### src/rtl/pwm_dc_pkg.sv
package pwm_dc_pkg;
  typedef enum logic [1:0] {
    ADDR_CFG = 2'd0,
    ADDR_ON  = 2'd1,
    ADDR_OFF = 2'd2,
    ADDR_NUL = 2'd3
  } reg_addr_e;

  localparam int CFG_EN_BIT  = 0;
  localparam int CFG_INV_BIT = 1;
  localparam int CFG_SRC_BIT = 2;
  localparam int CFG_PS_LSB  = 4;

  typedef enum logic {
    PH_ON  = 1'b0,
    PH_OFF = 1'b1
  } phase_e;
endpackage

### src/rtl/pwm_dc_regs.sv
module pwm_dc_regs
  import pwm_dc_pkg::*;
#(
  parameter int DATA_W = 16,
  parameter int CNT_W  = 16,
  parameter int PS_W   = 4
) (
  input  logic              clk,
  input  logic              rst_n,
  input  logic              reg_we,
  input  logic [1:0]        reg_addr,
  input  logic [DATA_W-1:0] reg_wdata,
  output logic [DATA_W-1:0] reg_rdata,
  output logic              cfg_en,
  output logic              cfg_inv,
  output logic              cfg_slow,
  output logic [PS_W-1:0]   cfg_ps,
  output logic [CNT_W-1:0]  stage_on,
  output logic [CNT_W-1:0]  stage_off
);
  always_ff @(posedge clk) begin
    if (!rst_n) begin
      cfg_en    <= 1'b0;
      cfg_inv   <= 1'b0;
      cfg_slow  <= 1'b0;
      cfg_ps    <= '0;
      stage_on  <= '0;
      stage_off <= '0;
    end else if (reg_we) begin
      case (reg_addr)
        ADDR_CFG: begin
          cfg_en   <= reg_wdata[CFG_EN_BIT];
          cfg_inv  <= reg_wdata[CFG_INV_BIT];
          cfg_slow <= reg_wdata[CFG_SRC_BIT];
          cfg_ps   <= reg_wdata[CFG_PS_LSB +: PS_W];
        end
        ADDR_ON:  stage_on  <= reg_wdata[CNT_W-1:0];
        ADDR_OFF: stage_off <= reg_wdata[CNT_W-1:0];
        default: ;
      endcase
    end
  end

  always_comb begin
    reg_rdata = '0;
    case (reg_addr)
      ADDR_CFG: begin
        reg_rdata[CFG_EN_BIT]          = cfg_en;
        reg_rdata[CFG_INV_BIT]         = cfg_inv;
        reg_rdata[CFG_SRC_BIT]         = cfg_slow;
        reg_rdata[CFG_PS_LSB +: PS_W]  = cfg_ps;
      end
      ADDR_ON:  reg_rdata = DATA_W'(stage_on);
      ADDR_OFF: reg_rdata = DATA_W'(stage_off);
      default:  reg_rdata = '0;
    endcase
  end
endmodule

### src/rtl/pwm_dc_prescaler.sv
module pwm_dc_prescaler #(
  parameter int PS_W = 4
) (
  input  logic            clk,
  input  logic            rst_n,
  input  logic            en,
  input  logic            slow_sel,
  input  logic            fast_tick,
  input  logic            slow_tick,
  input  logic [PS_W-1:0] ps,
  output logic            step
);
  logic [PS_W-1:0] pcnt;
  logic            src_tick;
  logic            wrap;

  assign src_tick = slow_sel ? slow_tick : fast_tick;
  // Compare with >= so that a lowered prescale wraps on the next tick
  assign wrap = (pcnt >= ps);
  assign step = en & src_tick & wrap;

  always_ff @(posedge clk) begin
    if (!rst_n || !en) begin
      pcnt <= '0;
    end else if (src_tick) begin
      pcnt <= wrap ? '0 : pcnt + 1'b1;
    end
  end
endmodule

### src/rtl/pwm_dc_phase.sv
module pwm_dc_phase
  import pwm_dc_pkg::*;
#(
  parameter int CNT_W = 16
) (
  input  logic             clk,
  input  logic             rst_n,
  input  logic             en,
  input  logic             step,
  input  logic [CNT_W-1:0] stage_on,
  input  logic [CNT_W-1:0] stage_off,
  output phase_e           phase,
  output logic [CNT_W-1:0] work_on,
  output logic [CNT_W-1:0] work_off,
  output logic [CNT_W-1:0] ccnt,
  output logic             off_done
);
  logic [CNT_W-1:0] limit;
  logic             at_limit;

  assign limit    = (phase == PH_ON) ? work_on : work_off;
  assign at_limit = (ccnt == limit);
  assign off_done = step & at_limit & (phase == PH_OFF);

  always_ff @(posedge clk) begin
    if (!rst_n) begin
      phase    <= PH_ON;
      ccnt     <= '0;
      work_on  <= '0;
      work_off <= '0;
    end else if (!en) begin
      phase    <= PH_ON;
      ccnt     <= '0;
      work_on  <= stage_on;
      work_off <= stage_off;
    end else if (step) begin
      if (at_limit) begin
        ccnt <= '0;
        if (phase == PH_ON) begin
          phase <= PH_OFF;
        end else begin
          phase    <= PH_ON;
          work_on  <= stage_on;
          work_off <= stage_off;
        end
      end else begin
        ccnt <= ccnt + 1'b1;
      end
    end
  end
endmodule

### src/rtl/pwm_dual_count.sv
module pwm_dual_count
  import pwm_dc_pkg::*;
#(
  parameter int DATA_W = 16,
  parameter int CNT_W  = 16,
  parameter int PS_W   = 4
) (
  input  logic              clk,
  input  logic              rst_n,
  input  logic              fast_tick,
  input  logic              slow_tick,
  input  logic              reg_we,
  input  logic [1:0]        reg_addr,
  input  logic [DATA_W-1:0] reg_wdata,
  output logic [DATA_W-1:0] reg_rdata,
  output logic              pwm_out
);
  logic             cfg_en;
  logic             cfg_inv;
  logic             cfg_slow;
  logic [PS_W-1:0]  cfg_ps;
  logic [CNT_W-1:0] stage_on;
  logic [CNT_W-1:0] stage_off;
  logic             step;
  phase_e           phase;
  logic [CNT_W-1:0] work_on;
  logic [CNT_W-1:0] work_off;
  logic [CNT_W-1:0] ccnt;
  logic             off_done;
  logic             force_act;
  logic             force_idle;
  logic             active;

  pwm_dc_regs #(.DATA_W(DATA_W), .CNT_W(CNT_W), .PS_W(PS_W)) u_regs (
    .clk(clk), .rst_n(rst_n), .reg_we(reg_we), .reg_addr(reg_addr),
    .reg_wdata(reg_wdata), .reg_rdata(reg_rdata), .cfg_en(cfg_en),
    .cfg_inv(cfg_inv), .cfg_slow(cfg_slow), .cfg_ps(cfg_ps),
    .stage_on(stage_on), .stage_off(stage_off)
  );

  pwm_dc_prescaler #(.PS_W(PS_W)) u_pre (
    .clk(clk), .rst_n(rst_n), .en(cfg_en), .slow_sel(cfg_slow),
    .fast_tick(fast_tick), .slow_tick(slow_tick), .ps(cfg_ps), .step(step)
  );

  pwm_dc_phase #(.CNT_W(CNT_W)) u_phase (
    .clk(clk), .rst_n(rst_n), .en(cfg_en), .step(step),
    .stage_on(stage_on), .stage_off(stage_off), .phase(phase),
    .work_on(work_on), .work_off(work_off), .ccnt(ccnt), .off_done(off_done)
  );

  assign force_idle = (work_on == '0);
  assign force_act  = !force_idle && (work_off == '0);
  assign active     = force_act | (!force_idle & (phase == PH_ON));
  assign pwm_out    = (cfg_en & active) ^ cfg_inv;
endmodule

### config.mk
export PLATFORM = sky130hd
export DESIGN_NAME = pwm_dual_count
export DESIGN_NICKNAME = d
export VERILOG_FILES = /design/src/rtl/pwm_dc_pkg.sv /design/src/rtl/pwm_dc_regs.sv /design/src/rtl/pwm_dc_prescaler.sv /design/src/rtl/pwm_dc_phase.sv /design/src/rtl/pwm_dual_count.sv
export SDC_FILE = /design/constraint.sdc
export NUM_CORES = 1
export LEC_CHECK = 0
export BUFFER_PORTS_ARGS = -buffer_cell sky130_fd_sc_hd__clkbuf_2
export CAP_MARGIN = 40
export CORE_ASPECT_RATIO = 1.1
export CORE_MARGIN = 5
export CORE_UTILIZATION = 50
export DETAILED_ROUTE_END_ITERATION = 8
export PLACE_DENSITY = 0.77
export RECOVER_POWER = 100
export SYNTH_ARGS = -nofsm -noshare
export SYNTH_HDL_FRONTEND = slang
export SYNTH_SLANG_ARGS = --single-unit
### constraint.sdc
create_clock -name clk -period 6.6 [get_ports clk]
set_clock_uncertainty 0.1 [all_clocks]
set_input_delay 1.32 -clock clk [delete_from_list [all_inputs] [get_ports clk]]
set_output_delay 1.32 -clock clk [all_outputs]
set_load 0.01 [all_outputs]
Word level (Yosys, flattened, before mapping)
Index checks and enable logic that the tools add are counted.
W data, S select, Z words.
Operators by class
  add/sub/neg operators: 2
  $mul: 0
  div/mod/pow operators: 0
  order comparisons: 1
  eq/ne operators: 6
  shifts and indexed selects: 0
  muxes and demuxes: 17
  bitwise gates (word level): 7
  reductions and logical operators: 14
Operators with widths (number)
  $mux W16: 10
  $logic_not A16 Y1: 2
  $add A16 B1 Y16 const B: 1
  $eq A16 B16 Y1: 1
  $pmux W8 S2: 1
  $pmux W4 S3: 1
  $reduce_and A2 Y1: 5
  $pmux W3 S3: 1
  $add A4 B1 Y4 const B: 1
  $and A1 B1 Y1: 4
  $ge A4 B4 Y1: 1
  $mux W4: 1
  $ne A2 B1 Y1 const B: 2
  $logic_not A1 Y1: 3
  $reduce_and A3 Y1: 1
  $eq A2 B1 Y1 const B: 1
  $eq A2 B2 Y1 const B: 1
  $logic_not A2 Y1: 1
  $mux W1: 2
  $ne A2 B2 Y1 const B: 1
  $pmux W1 S2: 1
  $logic_and A1 B1 Y1: 1
  $logic_or A1 B1 Y1: 1
  $not A1 Y1: 1
  2 further kinds: 2
Storage, ports and cells
  register bits: 92
  latch bits: 0
  memory bits (writable): 0
  memory bits (read-only): 0
  input bits: 23
  memories kept: 0

Depth between registers and ports, before layout
  depth after elaboration: 6
  gate-level depth with buffers: 10
  gate-level depth less buffers: 8

By module
From an unflattened synthesis, not the netlist that was laid out.
Second synthesis, totals
  cell total of the unflattened synthesis: 539
  area, all modules: 4872.2 um2
Modules (own cells, without submodules)
  pwm_dc_phase: times used 1, cells an instance 268, area an instance 2413.6 um2, seq. area each 980.9 um2
  pwm_dc_regs: times used 1, cells an instance 220, area an instance 2029.4 um2, seq. area each 780.7 um2
  pwm_dc_prescaler: times used 1, cells an instance 39, area an instance 334.1 um2, seq. area each 80.1 um2
  pwm_dual_count: times used 1, cells an instance 12, area an instance 95.1 um2, seq. area each 0.0 um2

Worst setup path after synthesis
Ideal clock, no wire load.
  path kind: input-to-output
  from: input reg_addr[1]
  to: output reg_rdata[10]
  data arrival time: 2.354 ns
  required time: 5.180 ns
  path slack: 2.826 ns
  cell stages on the path: 6
  buffers on the path: 2
  path through: inv_1 -> ha_1 -> clkbuf_1 -> clkbuf_1 -> a22oi_1 -> nor2b_1
On the way
  longest elaborated chain between the ends: 2
RTL lines
  start: declaration: line pwm_dual_count.sv:13  | input logic [1:0] reg_addr,
  $eq A2 B2 Y1 or $eq A2 B1 Y1 (tied branches): line pwm_dc_regs.sv:46  | case (reg_addr)
  $pmux W8 S2 (*): line pwm_dc_regs.sv:46
  end: declaration: line pwm_dual_count.sv:15  | output logic [DATA_W-1:0] reg_rdata,
Every way passes the cells marked *; elsewhere a longest branch is shown, timed or not.

Worst setup path in the final report
  from: register u_phase.phase
  to: register u_phase.work_off[5]
On the way
  longest elaborated chain between the ends: 4
RTL lines
  start: declaration: line pwm_dc_phase.sv:12  | output phase_e phase,
  start signal: assignment: line pwm_dc_phase.sv:27  | phase <= PH_ON;
  start signal: assignment: line pwm_dc_phase.sv:32  | phase <= PH_ON;
  start signal: assignment: line pwm_dc_phase.sv:40  | phase <= PH_OFF;
  $mux W16: line pwm_dc_phase.sv:21  | assign limit = (phase == PH_ON) ? work_on : work_off;
  $eq A16 B16 Y1: line pwm_dc_phase.sv:22  | assign at_limit = (ccnt == limit);
  $ne A2 B1 Y1 (no source line)
  $reduce_and A3 Y1 (no source line) (*)
  end signal: assignment: line pwm_dc_phase.sv:35  | work_off <= stage_off;
  end signal: assignment: line pwm_dc_phase.sv:44  | work_off <= stage_off;
  end: declaration: line pwm_dc_phase.sv:14  | output logic [CNT_W-1:0] work_off,
Marks and branches as above.
A chain may end at the register's enable or synchronous reset.

==> results_dict.tcl <==
set metrics [dict create \
    max-clock-path-buffers 2 \
    timing.rr.start "u_phase.phase" \
    postSynthNetCount 586 \
    synth_cell_type_count 36 \
    timing.max_cap.violations 1 \
    number_of_buffers_created_by_cts 9 \
    clkTransAtPathRegs_ns 0.09 \
    dp_hpwl_um 7540 \
    floorplan.rows 36 \
    first_global_vias 3930 \
    power_per_unit_of_standard_cell_area_nw_per_um2 220 \
    io_pins 40 \
    core_um2 8870 \
    postRouteAntennaNets 0 \
    vdd.ir_drop.worst_v 0.000160 \
    viasPerCell 5.67 \
    setup_viol 0 \
    postPlaceCellArea_um2 4770 \
    max_slew_margin -0.444 \
    worstPathRequired_ns 6.65 \
    finish.cell_count_without_fillers 692 \
    cts_setup_buffers 0 \
    synth_top_area_cell "dfxtp_1" \
    synth_adder_area_share 0.0274 \
    cts.sink_count 92 \
    failing_checks "capacitance limit, slew limit" \
    synth_seq_cells 92 \
    holdPathStages 2 \
    timing.setup.tns_ns 0 \
    cts_tree "built" \
    route.final.wire_length_um 10600 \
    ff2ff_setup_slack_ns 2.01 \
    slew_viol_final 33 \
    routed-via-count 3921 \
    tightest_slew_ns 2.17 \
    min-delay-start "u_phase.work_on[13]" \
    postLayoutCellArea_um2 4950 \
    synthTopCellsByCount "nand2_1 (160), dfxtp_1 (92), mux2i_1 (49), a21boi_0 (39), clkbuf_1 (27)" \
    synth-xor-area-share 0.0384 \
    seq_area_frac_synth 0.404 \
    synth_enable_flop_cells 0 \
    grt_usage 0.202 \
    num-nets-final 606 \
    synth_top_flop_cell "dfxtp_1" \
    hold_class "flop to flop" \
    grt_antenna_before_repair 0 \
    regToRegEndpoint "u_phase.work_off[5]" \
    worst_hold_path.endpoint "u_phase.work_on[13]" \
    cts.repair.resized 0 \
    floorplan.initialDensity 0.514 \
    cts_max_level 3 \
    synth.mux.area_fraction 0.110 \
    mean_routed_wirelength_per_cell_um 15.3 \
    gp_congestion 0.887 \
    clk_root_buffer_cell "clkbuf_8" \
    die-height_um 110 \
    synth_top_cells_by_area "dfxtp_1 (40%), nand2_1 (13%), mux2i_1 (11%), a21boi_0 (6.4%), xnor2_1 (3.5%)" \
    reg2reg_depth 8 \
    synthesis.yosys.warnings 0 \
    grt_pass1_wl_um 18100 \
    synthesis.area_um2 4560 \
    startpoint_to_endpoint_class_of_the_critical_path "flop to flop" \
    rsz0062_at_grt "no" \
    drive_gt1_frac 0.0675 \
    setup.worst_path.end_class "flop" \
    synth.top_cell.area_share 0.404 \
    layout_filler_cell_count 811 \
    global_route.overflow_total 0 \
    fp.dieW_um 101 \
    post_synth_and_or_nand_nor_area_fraction 0.242 \
    initialDrtViolationCount 292 \
    crit_fanout 32 \
    areaGrowthSynthToFinish_pct 8.64 \
    postSynth.asyncResetShare 0 \
    worst_ep_arrival_time_ns 4.64 \
    final.period_utilization 0.695 \
    synth_top_family_by_area "simple AND/OR/NAND/NOR gates" \
    port_buffers 39 \
    finalHoldViolations 0 \
    min_period_ns 4.59 \
    clk_latency_ns 0.36 \
    post-route-drc-count 0 \
    static-leakage-power_nw 1.54 \
    post_cts_hold_buffer_count 0 \
    placedCellCount 676 \
    max_freq_ghz 0.218 \
    synthCells 553 \
    post-synth-top-count-cell "nand2_1" \
    n_antenna_cell 0 \
    postSynthAreaPerCell_um2 8.24 \
    outcome "finished with violations" \
    grt_start_max_net_pins 106 \
    critical_path.startpoint_type "flop" \
    floorplan_die_area_um2 11100 \
    synth-compound-area-share 0.136 \
    drtPass1Iterations 7 \
]
## metal layers
layer  share of wire  up-vias  global-route usage
li1                -     1937                   -
met1            0.43     1843               0.256
met2            0.49      121               0.336
met3           0.053       20              0.0283
met4           0.022        0              0.0969
met5               0        -                   0
## power by group
part	internal [mW]	switching [mW]
Sequential	0.567	0.0113
Combinational	0.0326	0.0554
Clock	0.224	0.199
Total	0.823	0.266
## stage by stage
stage / power, mW / setup WS (ns) / util / hold WS [ns]
after floorplan: 0.650 / 2.83 / - / 0.347
after global placement: 0.674 / 2.67 / 0.536 / 0.362
after detailed placement: 0.678 / 2.55 / 0.537 / 0.369
after CTS: 1.09 / 2.54 / 0.563 / 0.381
after global routing: 1.13 / 1.66 / 0.558 / 0.404
final: 1.09 / 2.01 / 0.558 / 0.384
## layout by cell type, fill, tap and decap left out, types with 13 or more instances in the layout
cell      instances
a21oi_1          15
mux2i_1          49
nand3_1          20
clkbuf_2         20
clkbuf_1         21
xnor2_1          18
a21boi_0         39
dfxtp_1          92
nor2_1           16
nand2_1         160
nor4_1           13
## area by class of cell
type	instances	area, um^2	area share
clock inverters	6	86.3	0.0174
repair buffers	42	186	0.0376
flip-flops and latches	92	1840	0.372
inverters	9	33.8	0.00682
clock buffers	10	138	0.0278
multi-input cells	419	2520	0.510
well taps	114	143	0.0288
## worst max-delay path: stages, from the launching register on
cell and delay, ns:
dfxtp_1 0.35, clkbuf_1 0.85, mux2i_1 0.34, xnor2_1 0.16, nor4_1 0.08, nand4_1 0.45, o21a_1 0.21, clkbuf_1 1.54
mux2i_1 0.28
## how the worst max path moves through the flow
stage / from / to / slack [ns] / cells after the start
floorplan: reg_addr[1] / reg_rdata[10] / 2.83 / 6
global placement: reg_addr[1] / reg_rdata[8] / 2.67 / 6
detailed placement: reg_addr[1] / reg_rdata[5] / 2.55 / 6
CTS: reg_addr[1] / reg_rdata[5] / 2.54 / 6
global route: u_phase.phase / u_phase.work_off[5] / 1.66 / 8
finish: u_phase.phase / u_phase.work_off[5] / 2.01 / 8
## logic make-up (layout without fill, tap and decap cells)
group | Yosys count | count (layout)
buf+inv | 42 | 67
flops | 92 | 92
compound gates | 89 | 89
xor+xnor | 20 | 20
fa+ha+maj | 10 | 10
mux | 50 | 50
simple gates | 250 | 250
## sequential cells by signal, summed over array words and instances (netlist names)
name and cells:
u_phase.ccnt 16, u_phase.phase 1, u_phase.work_off 16, u_phase.work_on 16, u_pre.pcnt 4, u_regs.cfg_en 1, u_regs.cfg_inv 1, u_regs.cfg_ps 4
u_regs.cfg_slow 1, u_regs.stage_off 16, u_regs.stage_on 16
Power figures use the tool's default switching activity.
